**config.mk**
```make
export PLATFORM = sky130hd
export DESIGN_NAME = sym_border_ext
export DESIGN_NICKNAME = d
export VERILOG_FILES = /design/src/rtl/sym_ext_pkg.sv /design/src/rtl/sym_ext_negate.sv /design/src/rtl/sym_ext_delay.sv /design/src/rtl/sym_ext_lifo.sv /design/src/rtl/sym_border_ext.sv
export SDC_FILE = /design/constraint.sdc
export NUM_CORES = 1
export LEC_CHECK = 0
export BUFFER_PORTS_ARGS = -buffer_cell sky130_fd_sc_hd__buf_4
export CORE_AREA = 4 4 137 139
export CTS_BUF_LIST = sky130_fd_sc_hd__clkbuf_4 sky130_fd_sc_hd__clkbuf_8
export CTS_CLUSTER_SIZE = 20
export DETAILED_ROUTE_END_ITERATION = 8
export DIE_AREA = 0 0 141 143
export GPL_TIMING_DRIVEN = 0
export PLACE_DENSITY = 0.79
export SLEW_MARGIN = 20
export SYNTH_ARGS = -nofsm -noshare
export SYNTH_HDL_FRONTEND = slang
export SYNTH_SLANG_ARGS = --single-unit
```
**constraint.sdc**
```tcl
create_clock -name clk -period 10.72 [get_ports clk]
set_input_delay 1.072 -clock clk [delete_from_list [all_inputs] [get_ports clk]]
set_output_delay 1.072 -clock clk [all_outputs]
set_load 0.01 [all_outputs]
```
**src/rtl/sym_ext_pkg.sv**
```systemverilog
package sym_ext_pkg;

   typedef enum logic [2:0] {
      ST_IDLE,
      ST_FILL,
      ST_LEFT,
      ST_STREAM,
      ST_DRAIN,
      ST_RIGHT
   } ext_state_e;

endpackage

```
**src/rtl/sym_ext_negate.sv**
```systemverilog
module sym_ext_negate #(
   parameter int W        = 16,
   parameter bit SATURATE = 1'b1
) (
   input  logic [W-1:0] din,
   output logic [W-1:0] dout
);
   localparam logic [W-1:0] MOST_NEG = {1'b1, {(W-1){1'b0}}};
   localparam logic [W-1:0] MOST_POS = {1'b0, {(W-1){1'b1}}};

   logic [W-1:0] flipped;
   assign flipped = (~din) + {{(W-1){1'b0}}, 1'b1};

   generate
      if (SATURATE) begin : g_sat
         assign dout = (din == MOST_NEG) ? MOST_POS : flipped;
      end else begin : g_wrap
         assign dout = flipped;
      end
   endgenerate
endmodule

```
**src/rtl/sym_ext_delay.sv**
```systemverilog
module sym_ext_delay #(
   parameter int W     = 16,
   parameter int DEPTH = 5
) (
   input  logic         clk,
   input  logic         en,
   input  logic [W-1:0] din,
   output logic [W-1:0] oldest
);
   generate
      if (DEPTH < 1) begin : g_bad_depth
         $error("sym_ext_delay: DEPTH must be at least 1");
      end
      for (genvar k = 0; k < DEPTH; k++) begin : g_stage
         logic [W-1:0] q;
         if (k == 0) begin : g_head
            always_ff @(posedge clk) begin
               if (en) q <= din;
            end
         end else begin : g_body
            always_ff @(posedge clk) begin
               if (en) q <= g_stage[k-1].q;
            end
         end
      end
   endgenerate

   assign oldest = g_stage[DEPTH-1].q;
endmodule

```
**src/rtl/sym_ext_lifo.sv**
```systemverilog
module sym_ext_lifo #(
   parameter int W     = 16,
   parameter int DEPTH = 4
) (
   input  logic         clk,
   input  logic         rst_n,
   input  logic         push,
   input  logic         pop,
   input  logic [W-1:0] din,
   output logic [W-1:0] top
);
   localparam int PW = $clog2(DEPTH + 1);

   logic [PW-1:0]             ptr_q;
   logic [DEPTH-1:0][W-1:0]   masked;

   always_ff @(posedge clk or negedge rst_n) begin
      if (!rst_n) begin
         ptr_q <= '0;
      end else if (push && !pop) begin
         ptr_q <= ptr_q + PW'(1);
      end else if (pop && !push && ptr_q != '0) begin
         ptr_q <= ptr_q - PW'(1);
      end
   end

   generate
      if (DEPTH < 1) begin : g_bad_depth
         $error("sym_ext_lifo: DEPTH must be at least 1");
      end
      for (genvar k = 0; k < DEPTH; k++) begin : g_ent
         logic [W-1:0] q;
         always_ff @(posedge clk) begin
            if (push && !pop && ptr_q == PW'(k)) q <= din;
         end
         assign masked[k] = (ptr_q == PW'(k + 1)) ? q : '0;
      end
   endgenerate

   always_comb begin
      top = '0;
      for (int k = 0; k < DEPTH; k++) top = top | masked[k];
   end
endmodule

```
**src/rtl/sym_border_ext.sv**
```systemverilog
module sym_border_ext #(
   parameter int W       = 16,
   parameter int E       = 4,
   parameter bit SAT_NEG = 1'b1
) (
   input  logic         clk,
   input  logic         rst_n,
   input  logic         in_valid,
   output logic         in_ready,
   input  logic         in_start,
   input  logic         in_last,
   input  logic [W-1:0] in_data,
   input  logic         mode_whole,
   input  logic         mode_anti,
   output logic         out_valid,
   output logic         out_first,
   output logic         out_last,
   output logic [W-1:0] out_data
);
   import sym_ext_pkg::*;

   localparam int              DLY      = E + 1;
   localparam int              CW       = $clog2(E + 2);
   localparam logic [CW-1:0]   IDX_EDGE = CW'(E);
   localparam logic [CW-1:0]   IDX_POP  = CW'(E - 1);

   generate
      if (W < 2) begin : g_bad_w
         $error("sym_border_ext: W must be at least 2");
      end
      if (E < 1) begin : g_bad_e
         $error("sym_border_ext: E must be at least 1");
      end
   endgenerate

   ext_state_e    state_q;
   logic [CW-1:0] cnt_q;
   logic          whole_q, anti_q, end_seen_q;

   logic          accept, take_start, shift_en;
   logic          push_l, pop_l, push_r, pop_r;
   logic [W-1:0]  tap_old, top_l, top_r, neg_src, neg_out, mirror_val;
   logic          emit, emit_first, emit_last;
   logic [W-1:0]  emit_data;

   assign in_ready   = (state_q == ST_IDLE) || (state_q == ST_FILL) || (state_q == ST_STREAM);
   assign accept     = in_valid && in_ready;
   assign take_start = accept && (state_q == ST_IDLE) && in_start;

   assign shift_en = take_start
                   || (accept && (state_q == ST_FILL || state_q == ST_STREAM))
                   || (state_q == ST_DRAIN);

   assign push_l = (take_start && !mode_whole)
                 || (accept && state_q == ST_FILL && (whole_q || cnt_q != IDX_EDGE));
   assign pop_l  = (state_q == ST_LEFT);
   assign push_r = (state_q == ST_DRAIN) && (whole_q ? (cnt_q != IDX_EDGE) : (cnt_q != '0));
   assign pop_r  = (state_q == ST_RIGHT);

   sym_ext_delay #(.W(W), .DEPTH(DLY)) u_delay (
      .clk    (clk),
      .en     (shift_en),
      .din    (in_data),
      .oldest (tap_old)
   );

   sym_ext_lifo #(.W(W), .DEPTH(E)) u_lifo_head (
      .clk   (clk),
      .rst_n (rst_n),
      .push  (push_l),
      .pop   (pop_l),
      .din   (in_data),
      .top   (top_l)
   );

   sym_ext_lifo #(.W(W), .DEPTH(E)) u_lifo_tail (
      .clk   (clk),
      .rst_n (rst_n),
      .push  (push_r),
      .pop   (pop_r),
      .din   (tap_old),
      .top   (top_r)
   );

   assign neg_src = (state_q == ST_LEFT) ? top_l : top_r;

   sym_ext_negate #(.W(W), .SATURATE(SAT_NEG)) u_neg (
      .din  (neg_src),
      .dout (neg_out)
   );

   assign mirror_val = anti_q ? neg_out : neg_src;

   always_comb begin
      emit       = 1'b0;
      emit_first = 1'b0;
      emit_last  = 1'b0;
      emit_data  = tap_old;
      unique case (state_q)
         ST_LEFT: begin
            emit       = 1'b1;
            emit_first = (cnt_q == '0);
            emit_data  = mirror_val;
         end
         ST_STREAM: emit = accept;
         ST_DRAIN:  emit = 1'b1;
         ST_RIGHT: begin
            emit      = 1'b1;
            emit_last = (cnt_q == IDX_POP);
            emit_data = mirror_val;
         end
         default: ;
      endcase
   end

   always_ff @(posedge clk or negedge rst_n) begin
      if (!rst_n) begin
         state_q    <= ST_IDLE;
         cnt_q      <= '0;
         whole_q    <= 1'b0;
         anti_q     <= 1'b0;
         end_seen_q <= 1'b0;
      end else begin
         unique case (state_q)
            ST_IDLE: begin
               if (take_start) begin
                  whole_q    <= mode_whole;
                  anti_q     <= mode_anti;
                  end_seen_q <= 1'b0;
                  cnt_q      <= CW'(1);
                  state_q    <= ST_FILL;
               end
            end
            ST_FILL: begin
               if (accept) begin
                  if (cnt_q == IDX_EDGE) begin
                     end_seen_q <= in_last;
                     cnt_q      <= '0;
                     state_q    <= ST_LEFT;
                  end else begin
                     cnt_q <= cnt_q + CW'(1);
                  end
               end
            end
            ST_LEFT: begin
               if (cnt_q == IDX_POP) begin
                  cnt_q   <= '0;
                  state_q <= end_seen_q ? ST_DRAIN : ST_STREAM;
               end else begin
                  cnt_q <= cnt_q + CW'(1);
               end
            end
            ST_STREAM: begin
               if (accept && in_last) begin
                  cnt_q   <= '0;
                  state_q <= ST_DRAIN;
               end
            end
            ST_DRAIN: begin
               if (cnt_q == IDX_EDGE) begin
                  cnt_q   <= '0;
                  state_q <= ST_RIGHT;
               end else begin
                  cnt_q <= cnt_q + CW'(1);
               end
            end
            ST_RIGHT: begin
               if (cnt_q == IDX_POP) begin
                  cnt_q   <= '0;
                  state_q <= ST_IDLE;
               end else begin
                  cnt_q <= cnt_q + CW'(1);
               end
            end
            default: state_q <= ST_IDLE;
         endcase
      end
   end

   always_ff @(posedge clk or negedge rst_n) begin
      if (!rst_n) begin
         out_valid <= 1'b0;
         out_first <= 1'b0;
         out_last  <= 1'b0;
         out_data  <= '0;
      end else begin
         out_valid <= emit;
         out_first <= emit_first;
         out_last  <= emit_last;
         if (emit) out_data <= emit_data;
      end
   end
endmodule

```
==> run summary, run 1 <==
status = finished clean
Avg WL per Cell = 21.4 um
Reg clk slew, reported paths = 60 ps
Remaining DRCs = 0
Most Crowded Layer GR = met2
area fraction in compound gates after synthesis = 0.129
Yosys reg bits = 242
Critical R2R Launch = u_lifo_head.ptr_q[2]$_DFFE_PN0P_
nets = 758
multiplexer share of the synthesized area = 0.00668
Worst-Skew Late Latency = 530 ps
largest net degree at the start of global routing = 35
first-pass GRT wire length = 32300 um
critical path data required time = 11140 ps
Critical Path Start Type = flip-flop
IO Port Bufs = 42
Final HPWL DP = 14200 um
Rel. slew slack = 0.330
main combinational cell family by area after synthesis = compound AO/OA/AOI/OAI gates
post-route minimum period = 3920 ps
Root Buffer Master = clkbuf_8
GR Util met3 = 0.0492
commonest non-fill, non-tap cells in the layout = edfxtp_1 (208), nand2_1 (48), buf_4 (43)
Core ar. = 17700 sq um
Crit. End Element = flip-flop
Max-cap violations = 0
vias in the first global route = 6035
Post-Syn Instances = 624
Die Ht = 143 um
Initial Util = 0.541
number of enable flip-flop cells after synthesis = 208
width of the die = 141 um
pwr dens = 304 nW/um^2
# diodes = 0
CTS Buf Count = 37
setup TNS = 0 ps
fin crit share = 0.365
syn nets = 664
Post-Synth XOR/XNOR Area = 0.0138
Pre-antenna DRT Iters = 7
FFs w/ async S/R, synth = 0.140
htree depth = 2
CP Max Fanout = 10
Area growth syn-to-layout = 16.1%
most common cell after layout, fill and taps aside = edfxtp_1
Post-CTS Setup Inserts = 0
via count = 5823
GR Overflow Total = 0
gp weighted congestion = 0.872
die area = 20200 sq um
# clock sinks = 242
RSZ-0062 raised after global routing = false
CTS Hold Bufs = 0
post-CTS sizing = 0
Synth Area in Adders = 0.0223
Core Rows = 49
Seq/Total Area, Yosys = 0.743
gr usage total = 0.208
io pins = 43
met1 global-route usage = 0.256
antenna viol nets, final = 0
Fin. Hold Viols = 0
worst slew pin tran = 978 ps
WS Path Type = flip-flop to flip-flop
Worst Hold Class = flip-flop to flip-flop
Initial DRC Count = 576
Slew Limit Fails = 0
Final setup viols = 0
worst hold margin = 407 ps
Yosys Warn Count = 0
clock buffer depth = 3
Syn Area/Cell = 15.3 sq um
Yosys cell types = 56
Clock Skew = 29.2 ps
Top FF cell, synth = edfxtp_1
Setup WS post-layout = 6800 ps
worst vdd rail ir drop = 0.189 mV
simple-gate share of the synthesized area = 0.0630
initial antenna violation count = 0
Synth Cell Area = 9550 sq um
WL final = 20800 um
fmax = 0.255 GHz
CTS tree = built
Pwr Total = 0.00337 W
Leak = 3.94 nW
CP Launch Point = u_lifo_head.ptr_q[2]$_DFFE_PN0P_
vias per inst = 5.98
met2 usage = 0.363
CP Data Arrival Time = 4330 ps
Placement Setup Slack = 6910 ps
share of layout cells above drive strength 1 = 0.197
Worst Hold Launch = u_delay.g_stage[2].q[7]$_DFFE_PP_
## state kept, by name, indices dropped and copies added, names as in the netlist
| signal | flops |
|---|---|
| cnt_q | 3 |
| out_data | 16 |
| whole_q | 1 |
| out_valid | 1 |
| u_delay.g_stage.q | 64 |
| out_first | 1 |
| u_lifo_head.ptr_q | 3 |
| u_lifo_tail.ptr_q | 3 |
| u_lifo_head.g_ent.q | 64 |
| u_delay.oldest | 16 |
| out_last | 1 |
| end_seen_q | 1 |
| anti_q | 1 |
| state_q | 3 |
| u_lifo_tail.g_ent.q | 64 |
## final cells by class
cell class	instances	area, sq um
clock buffer	54	649
buffer	30	128
sequential	242	7100
inverter	22	82.6
fill	1280	6570
timing repair buffer	55	480
clock inverter	12	80.1
tap	229	287
multi-input combinational	330	2290
## per-layer routing
layer,share of wire,vias up
met4,0.026,0
li1,-,2623
met3,0.078,56
met5,0,-
met2,0.51,294
met1,0.39,2850
## critical path, stage by stage, from the launching register on
cell and delay, ps:
dfrtp_1 500, inv_1 310, ha_1 200, clkbuf_1 370, clkbuf_1 470, a22oi_1 180, and3_1 260, or2_1 280
ha_1 280, inv_1 140, nor3_1 100, a31oi_4 300, buf_6 210, a21oi_2 80, a21o_1 150
## power by group
part | switching, W | leakage, nW | internal (W)
Sequential | 0.000112 | 2.32 | 0.00130
Combinational | 0.000771 | 1.23 | 0.000440
Clock | 0.000331 | 0.389 | 0.000413
## stage by stage
| stage | cells | area, sq um | util |
|---|---|---|---|
| floorplan | 624 | 9550 | - |
| global placement | 895 | 10200 | 0.575 |
| detailed placement | 908 | 10400 | 0.587 |
| CTS | 974 | 11100 | 0.628 |
| global route | 974 | 11100 | 0.628 |
| finish | 974 | 11100 | 0.628 |
## cell usage after synthesis, drive strengths merged (7+ instances only)
cell | n | area, sq um
inv | 22 | 82.6
a31oi | 15 | 109
a22oi | 32 | 240
a21o | 9 | 67.6
ha | 17 | 213
o21ai | 30 | 150
a21oi | 26 | 138
nand3 | 12 | 60.1
nor2 | 14 | 52.6
xnor2 | 10 | 87.6
and3 | 9 | 56.3
o22ai | 9 | 56.3
nor3 | 8 | 45.0
dfrtp | 34 | 851
nand2 | 48 | 180
clkbuf | 24 | 90.1
o2111ai | 8 | 70.1
nor2b | 7 | 43.8
and2 | 8 | 50.1
edfxtp | 208 | 6250
## cells by family after synthesis
family,Yosys count
flops,242
compound gates,170
simple gates,122
buf+inv,52
fa+ha+maj,17
xor+xnor,15
mux,6
## final timing paths
check,to,slack (ps),cells past startpoint
setup / recovery,out_data[3]$_DFFE_PN0P_,6800,14
hold / removal,u_delay.g_stage[3].q[7]$_DFFE_PP_,410,0
setup reg to reg,out_data[3]$_DFFE_PN0P_,6800,14
hold reg to reg,u_delay.g_stage[3].q[7]$_DFFE_PP_,410,0
max in group asynchronous,out_data[5]$_DFFE_PN0P_,9860,1
min in group asynchronous,end_seen_q$_DFFE_PN0P_,500,1
No activity file was read; power rests on OpenSTA's default activity.
==> run 2, diff against run 1 <==
--- a/config.mk
+++ b/config.mk
@@ -12,7 +12,7 @@
 export DETAILED_ROUTE_END_ITERATION = 8
 export DIE_AREA = 0 0 141 143
 export GPL_TIMING_DRIVEN = 0
-export PLACE_DENSITY = 0.79
+export PLACE_DENSITY = 0.82
 export SLEW_MARGIN = 20
 export SYNTH_ARGS = -nofsm -noshare
 export SYNTH_HDL_FRONTEND = slang
==> constraint.sdc (replaced) <==
create_clock -name clk -period 3.3 [get_ports clk]
set_input_delay 0.33 -clock clk [delete_from_list [all_inputs] [get_ports clk]]
set_output_delay 0.33 -clock clk [all_outputs]
set_load 0.01 [all_outputs]
==> run summary, run 2 (same netlist as run 1, synthesis figures left out) <==
switching share of power = 0.361 (+0.000618)
Crit-path slowest cell = dfrtp_2
GR Overflow Total = 0 (unchanged)
critical path data required time = 3770 ps (-7370 ps)
IO Port Bufs = 42 (unchanged)
CP Cell Sequence = inv_1 -> ha_2 -> nor2b_4 -> clkbuf_4 -> a22o_1 -> a2111oi_4 -> or2_1 -> ha_2 -> inv_1 -> nor3_4 -> a31oi_4 -> buf_4 -> a31oi_1 -> a21o_1
io pins = 43 (unchanged)
Pint = 0.00726 W (+240%)
htree depth = 2 (unchanged)
Initial Util = 0.541 (unchanged)
CTS Buf Count = 37 (unchanged)
die area = 20200 sq um (unchanged)
width of the die = 141 um (unchanged)
largest net degree at the start of global routing = 35 (unchanged)
vias per inst = 5.95 (-0.48%)
antenna viol nets, final = 0 (unchanged)
Reg power frac = 0.405 (-0.014)
Crit. End Element = flip-flop
largest registers = u_delay.g_stage.q: 64 flops, u_lifo_head.g_ent.q: 64 flops, u_lifo_tail.g_ent.q: 64 flops
placed cell count = 911 (+0.33%)
fin crit share = 0.971 (+0.606)
Die Ht = 143 um (unchanged)
Worst-Skew Late Latency = 530 ps (about the same)
clock buffer depth = 3 (unchanged)
initial antenna violation count = 0 (unchanged)
worst hold path depth = 1 (+1)
gr usage total = 0.213 (+0.00504)
clock share of power = 0.216 (-0.005)
most common cell after layout, fill and taps aside = edfxtp_1
WS Path Type = flip-flop to flip-flop
Root Buffer Master = clkbuf_8
Remaining DRCs = 0 (unchanged)
status = finished clean
Reg clk slew, reported paths = 60 ps (about the same)
area occupied by multi-input gates = 2440 sq um (+6.7%)
Final Util = 0.652 (+0.0238)
Final HPWL DP = 14500 um (+1.9%)
Avg WL per Cell = 21.7 um (+1.5%)
R2R cell count = 14 (unchanged)
via count = 5914 (+1.6%)
Worst Hold Class = input pin to flip-flop
worst vdd rail ir drop = 0.556 mV (+190%)
Max-cap violations = 0 (unchanged)
Reg area = 7100 sq um (about the same)
max incr delay on CP = 410 ps (-90 ps)
Non-Filler Instances = 994 (+2.1%)
fmax = 0.312 GHz (+22%)
Gate power share = 0.379 (+0.019)
WL final = 21500 um (+3.6%)
Initial DRC Count = 659 (+14%)
Placement Cell Area = 10400 sq um (+0.37%)
# clock sinks = 242 (unchanged)
nets = 777 (+2.5%)
Final Cell Area = 11500 sq um (+3.8%)
commonest non-fill, non-tap cells in the layout = edfxtp_1 (208), buf_4 (57), nand2_1 (48)
setup TNS = 0 ps (unchanged)
# diodes = 0 (unchanged)
Critical Path Start Type = flip-flop
first-pass GRT wire length = 32700 um (+1.2%)
Clock Skew = 14.6 ps (-14.6 ps)
Final setup viols = 0 (unchanged)
Fin. Hold Viols = 0 (unchanged)
Core ar. = 17700 sq um (unchanged)
vias in the first global route = 6081 (+0.76%)
worst slew pin tran = 1180 ps (+206 ps)
Area growth syn-to-layout = 20.5%
Rel. slew slack = 0.188 (-0.142)
share of layout cells above drive strength 1 = 0.247 (+0.0497)
Pre-antenna DRT Iters = 6 (-1)
Net Switching = 0.00411 W (+240%)
pwr dens = 987 nW/um^2 (+230%)
post-route minimum period = 3210 ps (-711 ps)
CTS tree = built
CP Data Arrival Time = 3670 ps (-660 ps)
gp weighted congestion = 0.866 (-0.63%)
Leak = 4.12 nW (+4.5%)
Slew Limit Fails = 0 (unchanged)
CP Max Fanout = 10 (unchanged)
Core Rows = 49 (unchanged)
Layout fillers = 1205 (-5.9%)
==> run 2: changes by cell type in the layout (fill, tap and decap cells not counted), sizes merged <==
| cell | change |
|---|---|
| buf | +16 |
| clkbuf | -9 |
| clkinv | -1 |
| dlygate4sd3 | +12 |
| inv | +2 |
==> run 2: power by group through the flow <==
stage | logic (W) | registers (W) | clock network (W)
2_1_floorplan | 0.00257 | 0.00457 | 0
3_3_place_gp | 0.00358 | 0.00464 | 0
3_5_place_dp | 0.00389 | 0.00464 | 0
4_1_cts | 0.00406 | 0.00459 | 0.00250
5_1_grt | 0.00465 | 0.00466 | 0.00265
6_report | 0.00431 | 0.00460 | 0.00245
==> run 2: timing repair <==
item,4_1_cts,5_1_grt
cloned,0,0
pin swaps,3,4
setup endpoints to repair,16,16
hold buffers,12,0
resized for setup,27,27
endpoints found under the hold margin,88,0
buffers inserted,3,6
==> run 2: path summary, 6_finish.rpt <==
kind / startpoint / endpoint / slack, ps
worst max-delay path: u_lifo_tail.ptr_q[1]$_DFFE_PN0P_ / out_data[4]$_DFFE_PN0P_ / 90
worst min-delay path: in_data[9] / u_lifo_head.g_ent[3].q[9]$_DFFE_PP_ / 30
worst max register to register: u_lifo_tail.ptr_q[1]$_DFFE_PN0P_ / out_data[4]$_DFFE_PN0P_ / 90
worst min register to register: u_delay.g_stage[2].q[3]$_DFFE_PP_ / u_delay.g_stage[3].q[3]$_DFFE_PP_ / 410
max in group asynchronous: rst_n / u_lifo_tail.ptr_q[2]$_DFFE_PN0P_ / 2650
min in group asynchronous: rst_n / state_q[1]$_DFFE_PN0P_ / 300
==> run 2: critical path: cells and delay by family, from the launching register on <==
kind | cells | cell delay [ps]
buffers and inverters | 4 | 600
and+or+nand+nor | 3 | 610
adders and majority gates | 2 | 470
DFF | 1 | 410
AOI/OAI and AO/OA | 5 | 1040
==> run 2: area by class of cell <==
type / count / area share
buffer: 25 / 0.0145
clock buffer: 54 / 0.0564
clock inverter: 13 / 0.00826
inverter: 22 / 0.00717
multi-input combinational: 330 / 0.212
sequential: 242 / 0.617
tap: 229 / 0.0249
timing repair buffer: 79 / 0.0601
==> run 2: per-layer routing <==
layer / track usage / share of wire / vias up
li1: - / - / 2664
met1: 0.260 / 0.39 / 2916
met2: 0.372 / 0.51 / 286
met3: 0.0445 / 0.074 / 48
met4: 0.0918 / 0.027 / 0
met5: 0 / 0 / -
==> run 2: metrics by stage <==
stage	power, W	worst slack [ps]	hold slack (ps)
2_1_floorplan	0.00714	2.86	34.4
3_3_place_gp	0.00822	-691	310
3_5_place_dp	0.00854	-590	326
4_1_cts	0.0111	4.09	1.38
5_1_grt	0.0120	-35.5	3.34
6_report	0.0114	94.9	33.5
==> run 3, diff against run 2 <==
--- a/config.mk
+++ b/config.mk
@@ -6,11 +6,11 @@
 export NUM_CORES = 1
 export LEC_CHECK = 0
 export BUFFER_PORTS_ARGS = -buffer_cell sky130_fd_sc_hd__buf_4
-export CORE_AREA = 4 4 137 139
-export CTS_BUF_LIST = sky130_fd_sc_hd__clkbuf_4 sky130_fd_sc_hd__clkbuf_8
+export CORE_AREA = 2 2 135 137
+export CTS_BUF_LIST = sky130_fd_sc_hd__clkbuf_16
 export CTS_CLUSTER_SIZE = 20
 export DETAILED_ROUTE_END_ITERATION = 8
-export DIE_AREA = 0 0 141 143
+export DIE_AREA = 0 0 137 139
 export GPL_TIMING_DRIVEN = 0
 export PLACE_DENSITY = 0.82
 export SLEW_MARGIN = 20
==> run summary, run 3 (same netlist as run 1, synthesis figures left out) <==
status = finished clean
Setup WS post-layout = 122 ps (+27.5 ps)
pwr dens = 1020 nW/um^2 (+3.1%)
Placement Setup Slack = -638 ps (-47.9 ps)
Pwr Total = 0.0116 W (+2.5%)
Critical R2R Launch = u_lifo_head.ptr_q[2]$_DFFE_PN0P_
CP Launch Point = u_lifo_head.ptr_q[2]$_DFFE_PN0P_
Crit. End Element = flip-flop
gp weighted congestion = 0.886 (+2.2%)
Max-cap violations = 0 (unchanged)
largest registers = u_delay.g_stage.q: 64 flops, u_lifo_head.g_ent.q: 64 flops, u_lifo_tail.g_ent.q: 64 flops
RSZ-0062 raised after global routing = false
CP Data Arrival Time = 3570 ps (-100 ps)
commonest non-fill, non-tap cells in the layout = edfxtp_1 (208), buf_4 (54), nand2_1 (48)
Leak = 4.08 nW (-0.86%)
fin crit share = 0.963 (-0.00833)
Core ar. = 17700 sq um (unchanged)
post-route minimum period = 3180 ps (-27.5 ps)
CTS Buf Count = 24 (-35%)
WL final = 21300 um (-1.2%)
Remaining DRCs = 0 (unchanged)
worst r2r dst = out_data[4]$_DFFE_PN0P_
largest net degree at the start of global routing = 35 (unchanged)
Initial DRC Count = 769 (+17%)
Avg WL per Cell = 22.2 um (+2.3%)
# clock sinks = 242 (unchanged)
Initial Util = 0.541 (unchanged)
Final HPWL DP = 14300 um (-1.5%)
htree depth = 1 (-1)
Rel. slew slack = 0.340 (+0.152)
Fin. Hold Viols = 0 (unchanged)
first-pass GRT wire length = 32900 um (+0.50%)
share of layout cells above drive strength 1 = 0.222 (-0.0254)
worst setup path endpoint = out_data[4]$_DFFE_PN0P_
antenna viol nets, final = 0 (unchanged)
Slew Limit Fails = 0 (unchanged)
via count = 5920 (+0.10%)
gr usage total = 0.228 (+0.0150)
Reg clk slew, reported paths = 60 ps (about the same)
# diodes = 0 (unchanged)
Die Ht = 139 um (-2.8%)
fmax = 0.315 GHz (+0.87%)
Root Buffer Master = clkbuf_16
GR Overflow Total = 0 (unchanged)
Critical Path Start Type = flip-flop
Area growth syn-to-layout = 19.8%
vias in the first global route = 6045 (-0.59%)
Clock Skew = 15.6 ps (+1.07 ps)
critical path data required time = 3690 ps (-80 ps)
worst vdd rail ir drop = 0.538 mV (-3.2%)
nets = 753 (-3.1%)
worst slew pin tran = 962 ps (-222 ps)
vias per inst = 6.17 (+3.6%)
R2R cell count = 13 (-1)
IO Port Bufs = 42 (unchanged)
Worst-Skew Late Latency = 520 ps (about the same)
width of the die = 137 um (-2.8%)
Worst Hold Class = input pin to flip-flop
Final setup viols = 0 (unchanged)
initial antenna violation count = 1 (+1)
die area = 19000 sq um (-5.6%)
Pre-antenna DRT Iters = 5 (-1)
clock buffer depth = 3 (unchanged)
WS Path Type = flip-flop to flip-flop
Core Rows = 49 (unchanged)
most common cell after layout, fill and taps aside = edfxtp_1
CTS tree = built
r2r setup slk = 120 ps (+30 ps)
CP Max Fanout = 10 (unchanged)
io pins = 43 (unchanged)
==> run 3: repair_timing <==
item                       in CTS  in global routing
gates cloned                    0                  0
pin swaps                       3                  5
hold endpoints to repair       34                  0
buffers inserted                3                  6
resized for setup              30                 25
hold buffers                    1                  0
setup endpoints to repair      16                 16
==> run 3: per-stage QoR <==
step | hold slack (ps) | std cells | setup TNS, ps | instance area [sq um] | utilization
2_1_floorplan | 34.4 | 624 | 0 | 9590 | -
3_3_place_gp | 310 | 895 | -104050 | 10200 | 0.577
3_5_place_dp | 323 | 910 | -8640 | 10400 | 0.589
5_1_grt | 14.0 | 960 | 0 | 11400 | 0.648
4_1_cts | 14.7 | 955 | 0 | 11300 | 0.640
6_report | 25.8 | 960 | 0 | 11400 | 0.648
==> run 3: worst min path at each step <==
| stage | from | endpoint | slack [ps] | cells after the start |
|---|---|---|---|---|
| 6_report | in_data[13] | u_lifo_head.g_ent[0].q[13]$_DFFE_PP_ | 30 | 1 |
| 5_1_grt | in_data[7] | u_lifo_head.g_ent[0].q[7]$_DFFE_PP_ | 10 | 1 |
| 4_1_cts | in_data[13] | u_lifo_head.g_ent[2].q[13]$_DFFE_PP_ | 10 | 1 |
| 3_5_place_dp | rst_n | state_q[0]$_DFFE_PN0P_ | 320 | 1 |
| 3_3_place_gp | rst_n | state_q[0]$_DFFE_PN0P_ | 310 | 1 |
| 2_1_floorplan | rst_n | anti_q$_DFFE_PN0P_ | 30 | 0 |
==> run 3: layout make-up <==
type	instances	area, sq um
plain buffers	26	174
clock buffers	25	626
clock inverters	19	133
fillers	1205	6210
inverters	22	82.6
multi-input cells	330	2430
flip-flops and latches	242	7100
well taps	229	287
repair buffers	67	614
==> run 3: routing by layer <==
layer / wire (um) / track usage / up-vias
met2: 10700 / 0.377 / 308
met5: 13 / 0 / -
met3: 1680 / 0.0453 / 66
met4: 738 / 0.0988 / 2
met1: 8120 / 0.294 / 2935
li1: - / - / 2609
==> run 3: critical path, stage by stage, from the launching register on <==
cell      delay (ps)
dfrtp_1          520
inv_2            210
ha_2             340
clkbuf_4         280
a22oi_1          110
and3_1           230
or2_4            280
ha_4             190
inv_1            140
nor3_2            80
a31oi_4          250
buf_4            160
a31oi_1           90
a21o_1           160
==> run 3: where the power goes <==
part	switching, W	total [W]	leakage (nW)	internal [W]
Clock	0.00108	0.00260	0.395	0.00152
Combinational	0.00270	0.00445	1.37	0.00175
Sequential	0.000382	0.00460	2.32	0.00422
Total	0.00416	0.0116	4.08	0.00749
